==> src/rtl/scp_pkg.sv <==
package scp_pkg;
  localparam int SEL_W = 4;
  typedef logic [SEL_W-1:0] sel_t;
  localparam sel_t SLOW_BOOT_CODE = 4'd3;

  function automatic sel_t boot_code(input logic slow);
    return slow ? SLOW_BOOT_CODE : sel_t'(0);
  endfunction
endpackage

==> src/rtl/scp_unlock.sv <==
module scp_unlock
  import scp_pkg::*;
#(
  parameter int DATA_W   = 8,
  parameter int WIN      = 4,
  parameter int MAX_CODE = 8
) (
  input  logic              clk,
  input  logic              rst,
  input  logic              boot_slow,
  input  logic              wr_en,
  input  logic [DATA_W-1:0] wr_data,
  output logic              arm_o,
  output sel_t              sel_o
);
  localparam int ARM_BIT = DATA_W - 1;
  localparam int WC_W = $clog2(WIN + 1);
  localparam logic [DATA_W-1:0] ARM_WORD = DATA_W'(1) << ARM_BIT;
  localparam sel_t TOP_CODE = SEL_W'(MAX_CODE);

  logic            arm_q;
  logic [WC_W-1:0] win_q;
  sel_t            sel_q;
  logic            arm_wr, sel_wr, code_ok;

  assign arm_wr  = wr_en && (wr_data == ARM_WORD);
  assign sel_wr  = wr_en && !wr_data[ARM_BIT] && arm_q;
  assign code_ok = wr_data[SEL_W-1:0] <= TOP_CODE;

  always_ff @(posedge clk) begin
    if (rst) begin
      arm_q <= 1'b0;
      win_q <= '0;
      sel_q <= boot_code(boot_slow);
    end else if (arm_wr) begin
      arm_q <= 1'b1;
      win_q <= WC_W'(WIN);
    end else if (sel_wr) begin
      arm_q <= 1'b0;
      win_q <= '0;
      if (code_ok) sel_q <= wr_data[SEL_W-1:0];
    end else if (arm_q) begin
      if (win_q == WC_W'(1)) begin
        arm_q <= 1'b0;
        win_q <= '0;
      end else begin
        win_q <= win_q - WC_W'(1);
      end
    end
  end

  assign arm_o = arm_q;
  assign sel_o = sel_q;

  AST_QUIET_WHEN_LOCKED: assert property (@(posedge clk) disable iff (rst)
    !arm_q |=> $stable(sel_q));
  AST_SEL_NOT_RESERVED: assert property (@(posedge clk) disable iff (rst)
    sel_q <= TOP_CODE);
  AST_ACCEPT_CLOSES: assert property (@(posedge clk) disable iff (rst)
    (arm_q && wr_en && !wr_data[ARM_BIT]) |=> !arm_q);
  AST_WINDOW_CLOSES: assert property (@(posedge clk) disable iff (rst)
    (arm_q && win_q == WC_W'(1) && !(wr_en && wr_data == ARM_WORD)) |=> !arm_q);
  AST_ARM_SETS: assert property (@(posedge clk) disable iff (rst)
    (wr_en && wr_data == ARM_WORD) |=> (arm_q && $stable(sel_q)));
endmodule

==> src/rtl/scp_divcnt.sv <==
module scp_divcnt
  import scp_pkg::*;
#(
  parameter int MAX_CODE = 8
) (
  input  logic clk,
  input  logic rst,
  input  logic boot_slow,
  input  sel_t sel_i,
  output logic en_o
);
  localparam int CNT_W = (MAX_CODE < 1) ? 1 : MAX_CODE;

  logic [CNT_W-1:0] lim_tab [MAX_CODE+1];
  logic [CNT_W-1:0] cnt_q, cnt_nxt, lim;
  sel_t             act_q;
  logic             en_q, wrap;

  for (genvar g = 0; g <= MAX_CODE; g++) begin : g_lim
    assign lim_tab[g] = CNT_W'((64'd1 << g) - 64'd1);
  end

  always_comb begin
    lim = '0;
    for (int k = 0; k <= MAX_CODE; k++)
      if (act_q == SEL_W'(k)) lim = lim_tab[k];
  end

  assign wrap    = (cnt_q == lim);
  assign cnt_nxt = wrap ? '0 : cnt_q + CNT_W'(1);

  always_ff @(posedge clk) begin
    if (rst) begin
      cnt_q <= '0;
      act_q <= boot_code(boot_slow);
      en_q  <= 1'b1;
    end else begin
      cnt_q <= cnt_nxt;
      if (wrap) act_q <= sel_i;
      en_q  <= (cnt_nxt == '0);
    end
  end

  assign en_o = en_q;

  AST_CNT_BOUND: assert property (@(posedge clk) disable iff (rst)
    cnt_q <= lim);
  AST_ACT_HOLDS: assert property (@(posedge clk) disable iff (rst)
    (cnt_q != lim) |=> $stable(act_q));
  AST_DIV1_STEADY: assert property (@(posedge clk) disable iff (rst)
    (act_q == '0) |-> en_q);
  AST_PULSE_SINGLE: assert property (@(posedge clk) disable iff (rst)
    (en_q && lim != '0) |=> !en_q);
endmodule

==> src/rtl/sysclk_prescale_guard.sv <==
module sysclk_prescale_guard
  import scp_pkg::*;
#(
  parameter int DATA_W   = 8,
  parameter int WIN      = 4,
  parameter int MAX_CODE = 8
) (
  input  logic              clk,
  input  logic              rst,
  input  logic              boot_slow,
  input  logic              wr_en,
  input  logic [DATA_W-1:0] wr_data,
  output logic [DATA_W-1:0] rd_data,
  output logic              clk_en
);
  localparam int PAD_W = DATA_W - 1 - SEL_W;

  logic arm;
  sel_t sel;

  scp_unlock #(.DATA_W(DATA_W), .WIN(WIN), .MAX_CODE(MAX_CODE)) u_unlock (
    .clk(clk), .rst(rst), .boot_slow(boot_slow),
    .wr_en(wr_en), .wr_data(wr_data),
    .arm_o(arm), .sel_o(sel)
  );

  scp_divcnt #(.MAX_CODE(MAX_CODE)) u_div (
    .clk(clk), .rst(rst), .boot_slow(boot_slow),
    .sel_i(sel), .en_o(clk_en)
  );

  assign rd_data = {arm, {PAD_W{1'b0}}, sel};
endmodule

==> config.mk <==
export PLATFORM = sky130hd
export DESIGN_NAME = sysclk_prescale_guard
export DESIGN_NICKNAME = d
export VERILOG_FILES = /design/src/rtl/scp_pkg.sv /design/src/rtl/scp_unlock.sv /design/src/rtl/scp_divcnt.sv /design/src/rtl/sysclk_prescale_guard.sv
export SDC_FILE = /design/constraint.sdc
export NUM_CORES = 1
export LEC_CHECK = 0
export ABC_CLOCK_PERIOD_IN_PS = 2500
export CAP_MARGIN = 40
export CORE_MARGIN = 8
export CORE_UTILIZATION = 45
export CTS_CLUSTER_SIZE = 20
export DETAILED_ROUTE_END_ITERATION = 8
export PLACE_DENSITY = 0.66
export SLEW_MARGIN = 20
export SYNTH_ARGS = -nofsm -noshare
export SYNTH_HDL_FRONTEND = slang
export SYNTH_SLANG_ARGS = --single-unit
==> constraint.sdc <==
create_clock -name clk -period 2.5 [get_ports clk]
set_input_delay 0.25 -clock clk [delete_from_list [all_inputs] [get_ports clk]]
set_output_delay 0.25 -clock clk [all_outputs]
set_load 0.02 [all_outputs]
; ---- Yosys cells after proc, flatten, opt, wreduce, memory -nomap -nowiden
; Index checks and enable logic that the tools add are counted.
[totals]
regBits = 21
output_inout_bits = 9
input_bits = 12
word_cells = 57
[classes]
mux = 24
n_reduce_logical = 11
eq_ne = 12
n_addsub = 2
magnitude_cmp = 1
[ops]
columns = cell, count
row1 = 4-bit two-way mux, 7
row2 = "4-bit by 3-bit equality test with 1-bit output, second input constant", 4
row3 = 8-bit two-way mux, 2
row4 = 3-bit two-way mux, 5
row5 = "8-bit by 1-bit adder with 8-bit output, second input constant", 1
row6 = "4-bit by 2-bit equality test with 1-bit output, second input constant", 2
row7 = 8-bit equality test, 1
row8 = "8-bit equality test, second input constant", 1
row9 = 8-bit zero test, 1
row10 = 7-bit two-way mux, 1
row11 = 6-bit two-way mux, 1
row12 = 2-bit nonzero test, 3
row13 = 1-bit two-way mux, 5
row14 = 5-bit two-way mux, 1
row15 = "4-bit by 1-bit equality test with 1-bit output, second input constant", 1
row16 = "4-bit equality test, second input constant", 1
row17 = "4-bit <= comparator, second input constant", 1
row18 = 2-bit two-way mux, 2
row19 = "3-bit by 1-bit equality test with 1-bit output, second input constant", 1
row20 = 1-bit logical AND, 3
row21 = 3-bit AND reduction, 1
row22 = 3-bit nonzero test, 1
row23 = 3-bit OR reduction, 1
row24 = "3-bit by 1-bit subtractor with 3-bit output, second input constant", 1
row25 = 2 further kinds, 2

; ---- Longest topological paths before layout
; Gate-level depths: netlist of the first run.
[logic_depth]
word_depth = 12
mapped_depth = 6

; ---- Modules after synthesis
; From an unflattened synthesis of the first run, not the netlist that was laid out.
[unflattened]
cells_unflattened = 145
hier_area_um2 = 1420.1
[modules_own_cells]
columns = mod, area_per_inst_um2, seq_area_each_um2, n_inst, cells_per_inst
row1 = scp_divcnt, 940.9, 300.3, 1, 98
row2 = scp_unlock, 445.4, 200.2, 1, 42
row3 = sysclk_prescale_guard, 33.8, 0.0, 1, 5

; ---- Worst setup path after synthesis of the first run
; OpenSTA, ideal clock, no wires.
[synth_timing]
path_type = flip-flop to flip-flop
from = register u_div.act_q[0]
to = register u_div.act_q[0], enable pin
setup_time_ps = 306
required_ps = 2194
path_slack_ps = 361
path_buffers = 0
path_stages_with_launch = 6
t_arrival_ps = 1834
path_cell_list = edfxtp_1 or4b_4 nand3_2 o2111ai_2 nor4b_4 a21o_1
[synth_between]
elab_chain_len = 11
elab_cells_between_ends = 18
[synth_rtl]
columns = item, line
row1 = start: declaration, scp_divcnt.sv:16  ; sel_t act_q;
row2 = start signal: assignment, scp_divcnt.sv:35  ; act_q <= boot_code(boot_slow);
row3 = start signal: assignment, scp_divcnt.sv:39  ; if (wrap) act_q <= sel_i;
row4 = 4-bit by 1-bit equality test with 1-bit output, scp_divcnt.sv:26  ; if (act_q == SEL_W'(k)) lim = lim_tab[k];
row5 = 1-bit two-way mux, scp_divcnt.sv:26
row6 = 2-bit two-way mux, scp_divcnt.sv:26
row7 = 3-bit two-way mux, scp_divcnt.sv:26
row8 = 4-bit two-way mux, scp_divcnt.sv:26
row9 = 5-bit two-way mux, scp_divcnt.sv:26
row10 = 6-bit two-way mux, scp_divcnt.sv:26
row11 = 7-bit two-way mux, scp_divcnt.sv:26
row12 = 8-bit two-way mux (*), scp_divcnt.sv:26
row13 = 8-bit equality test (*), scp_divcnt.sv:29  ; assign wrap = (cnt_q == lim);
row14 = 2-bit nonzero test (no line) (*), n/a
; Mark *: on every way between the ends. The rest lies on a longest branch, timed or not.
; A chain may end at the register's enable or synchronous reset.

; ---- Worst setup path in the final report of the first run
[layout_timing]
from = register u_div.act_q[3]
to = register u_div.cnt_q[6]
[layout_between]
elab_chain_len = 11
elab_cells_between_ends = 18
[layout_rtl]
columns = item, line
row1 = 4-bit by 1-bit equality test with 1-bit output, scp_divcnt.sv:26
row2 = 1-bit two-way mux, scp_divcnt.sv:26
row3 = 2-bit two-way mux, scp_divcnt.sv:26
row4 = 3-bit two-way mux, scp_divcnt.sv:26
row5 = 4-bit two-way mux, scp_divcnt.sv:26
row6 = 5-bit two-way mux, scp_divcnt.sv:26
row7 = 6-bit two-way mux, scp_divcnt.sv:26
row8 = 7-bit two-way mux, scp_divcnt.sv:26
row9 = 8-bit two-way mux (*), scp_divcnt.sv:26
row10 = 8-bit equality test (*), scp_divcnt.sv:29
row11 = 8-bit two-way mux (*), scp_divcnt.sv:30  ; assign cnt_nxt = wrap ? '0 : cnt_q + CNT_W'(1);
row12 = end signal: assignment, scp_divcnt.sv:38  ; cnt_q <= cnt_nxt;
row13 = end: declaration, scp_divcnt.sv:15  ; logic [CNT_W-1:0] cnt_q, cnt_nxt, lim;
; Marks and branches as above.

==> results of run 1 <==
-- routing by layer --
layer	GRT usage [%]	vias to the layer above	routed length [um]
li1	-	598	-
met1	12.2	574	1250
met2	22.0	19	1490
met3	2.51	2	79
met4	5.44	0	15
met5	0	-	0
-- worst paths after layout --
path	startpoint	endpoint	slack, ns	depth (start not counted)
setup reg to reg	u_div.act_q[3]$_SDFFCE_PP0P_	u_div.cnt_q[6]$_SDFF_PP0_	0.26	6
setup / recovery	u_div.act_q[3]$_SDFFCE_PP0P_	u_div.cnt_q[6]$_SDFF_PP0_	0.26	6
hold reg to reg	u_unlock.win_q[1]$_SDFFE_PP0P_	u_unlock.win_q[1]$_SDFFE_PP0P_	0.52	2
hold / removal	u_unlock.win_q[1]$_SDFFE_PP0P_	u_unlock.win_q[1]$_SDFFE_PP0P_	0.52	2
-- cells by family (layout without fill, tap and decap cells) --
group,Yosys count,in the layout,synth area share [%]
AOI/OAI and AO/OA,46,46,22.8
adders and majority gates,3,3,2.68
buffers and inverters,26,38,8.49
muxes,4,4,3.04
DFF,21,21,35.7
other,1,3,0.268
and+or+nand+nor,50,50,22.6
xor gates and xnor gates,7,7,4.38
-- cells in the final DEF (no fill, tap or decap), types with 7 or more instances in the layout --
cell,instances
a211oi_1,7
edfxtp_1,8
o21ai_0,10
a21oi_1,8
clkdlybuf4s50_1,17
dfxtp_1,13
inv_1,11
nor2b_1,8
nor2_1,7
-- cells in the mapped netlist, types with 3 or more instances --
library cell   n  area (um2)
dfxtp_1       13         260
inv_1         11        41.3
o21ai_0       10        50.1
a21oi_1        8        40.0
edfxtp_1       8         240
nor2b_1        8        50.1
a211oi_1       7        52.6
nor2_1         7        26.3
clkbuf_1       6        22.5
nand2_1        6        22.5
buf_4          5        37.5
nand3_1        5        25.0
nor3_1         5        25.0
xnor2_1        5        43.8
a21o_1         3        22.5
ha_1           3        37.5
-- critical path: stages (launching register included) --
cell and delay (ns):
edfxtp_1 0.62, nor2b_1 0.18, a31o_2 0.28, a222oi_1 0.52, nor4b_4 0.10, buf_4 0.19, a211oi_1 0.25
-- per-stage QoR --
| stage | hold WS, ns | power [uW] | worst slack (ns) | util (%) |
|---|---|---|---|---|
| 2_1_floorplan | 0.452 | 594 | 0.361 | - |
| 3_3_place_gp | 0.479 | 667 | 0.382 | 52.8 |
| 3_5_place_dp | 0.508 | 676 | 0.306 | 52.8 |
| 4_1_cts | 0.534 | 832 | 0.276 | 53.8 |
| 5_1_grt | 0.569 | 879 | 0.104 | 53.8 |
| 6_report | 0.521 | 826 | 0.263 | 53.8 |
-- flip-flops by register name, summed over array words and instances (netlist names) --
signal,flops
u_div.cnt_q,8
u_unlock.sel_o,4
u_unlock.win_q,3
u_unlock.arm_o,1
u_div.en_o,1
u_div.act_q,4
-- area by class of cell --
| class | count | share of cell area [%] |
|---|---|---|
| multi-input cells | 113 | 48.8 |
| flip-flops and latches | 21 | 31.0 |
| repair buffers | 23 | 13.3 |
| inverters | 11 | 2.56 |
| well taps | 33 | 2.56 |
| clock buffers | 3 | 1.40 |
| clock inverters | 1 | 0.310 |
-- power by group through the flow --
stage | sequential, uW | combinational, uW | clock, uW
2_1_floorplan | 410 | 184 | 0
3_3_place_gp | 428 | 238 | 0
3_5_place_dp | 430 | 246 | 0
4_1_cts | 422 | 247 | 163
5_1_grt | 428 | 269 | 182
6_report | 423 | 247 | 156
==> results.py, run 1 <==
metrics = {
    "final_layout": {
        "stdcell_count": 205,
        "finalNetCount": 188,
        "drive_gt1_share_pct": 11.0,
        "diodes": 0,
        "n_fill_cell": 284,
        "area_growth_pct": 15.3,
        "seq_area_um2": 500,
        "multi_input_area_um2": 788,
        "postLayoutCellArea_um2": 1610,
    },
    "logic_synthesis": {
        "async_flop_share_pct": 0,
        "syn_avg_cell_area_um2": 8.86,
        "ys_seq_area_share_pct": 35.7,
        "synthFlopType": "dfxtp_1",
        "synth_edf_count": 8,
        "syn_inst": 158,
        "ys_ff_latch": 21,
        "synth.distinct_cells": 53,
        "netlist_area_um2": 1400,
        "ys_warn_count": 0,
    },
    "clock_tree": {
        "cts_inserted_buffers": 3,
        "ctsResizeCount": 0,
        "hold_buffers": 0,
        "worstSkewPairLatency_ns": 0.29,
        "htreeDepth": 1,
        "cts-root-buf": "clkbuf_4",
        "cts.sinks": 21,
        "cts_tree": "yes",
        "clockBufferDepth": 2,
        "post_cts_buffers": 0,
        "path_clk_slew_ns": 0.11,
    },
    "placed_design": {
        "dp_cells": 201,
        "hpwlAfterDp_um": 2250,
        "place_area_um2": 1590,
        "port_buffers": 17,
        "gp_congestion": 0.837,
    },
    "drt": {
        "avgViaCountPerCell": 5.82,
        "drc": 0,
        "drt_first_iter_violations": 60,
        "vias": 1193,
        "ant_nets": 0,
        "avgRoutedWirePerCell_um": 13.8,
        "drt-total-wl_um": 2830,
        "dr.pass1.iters": 5,
    },
    "critical_path": {
        "crit_arrival_ns": 2.45,
        "required_ns": 2.71,
        "startpoint_type": "flip-flop",
        "crit_fanout": 17,
        "end_kind": "flip-flop",
        "critical_path_class": "reg2reg",
    },
    "min_path": {
        "hold_class": "reg2reg",
    },
    "power": {
        "p_sw_uw": 260,
        "power_frac_comb_pct": 29.9,
        "intPower_uw": 566,
        "pwr-share-clk_pct": 18.9,
        "power.density_nw_per_um2": 511,
        "vdd_drop_max_v": 0.000285,
        "leakage_uw": 0.000595,
        "power.share.sequential_pct": 51.2,
        "swShare_pct": 31.5,
    },
    "floorplan": {
        "dieArea_um2": 5150,
        "ios": 21,
        "die_w_um": 71.8,
        "initial_core_util_pct": 46.6,
        "die_h_um": 71.8,
        "rows": 20,
        "core-area_um2": 3000,
    },
    "timing": {
        "slew_headroom_pct": 65.1,
        "hold_viol_final": 0,
        "setup_viol": 0,
        "rsz0062_at_grt": "false",
        "skew_ns": 0.000791,
        "worst_pin_slew_ns": 0.523,
        "slew_viol_final": 0,
        "fin_crit_sh_pct": 89.5,
        "period_needed_ns": 2.24,
        "clock.fmax_mhz": 447,
        "setup_tns_ns": 0,
    },
    "global_route": {
        "antenna_found_initial": 0,
        "grt_max_degree": 18,
        "grt_pass1_vias": 1167,
        "grt_pass1_wl_um": 4980,
        "grt_overflow_total": 0,
        "grt_usage_pct": 11.8,
    },
    "run": {
        "cap_violations": 0,
    },
    "outcome": {
        "status": "completed",
    },
}
Power figures use the tool's default switching activity.
==> run 2, diff against run 1 <==
==> constraint.sdc (replaced) <==
create_clock -name clk -period 2.5 [get_ports clk]
set_input_delay 0.25 -clock clk [delete_from_list [all_inputs] [get_ports clk]]
set_output_delay 0.25 -clock clk [all_outputs]
set_load 0.005 [all_outputs]
==> results of run 2 <==
The final DEF is identical to that of run 1. Status: completed.
Main changes from that run: total power 826 uW -> 814 uW
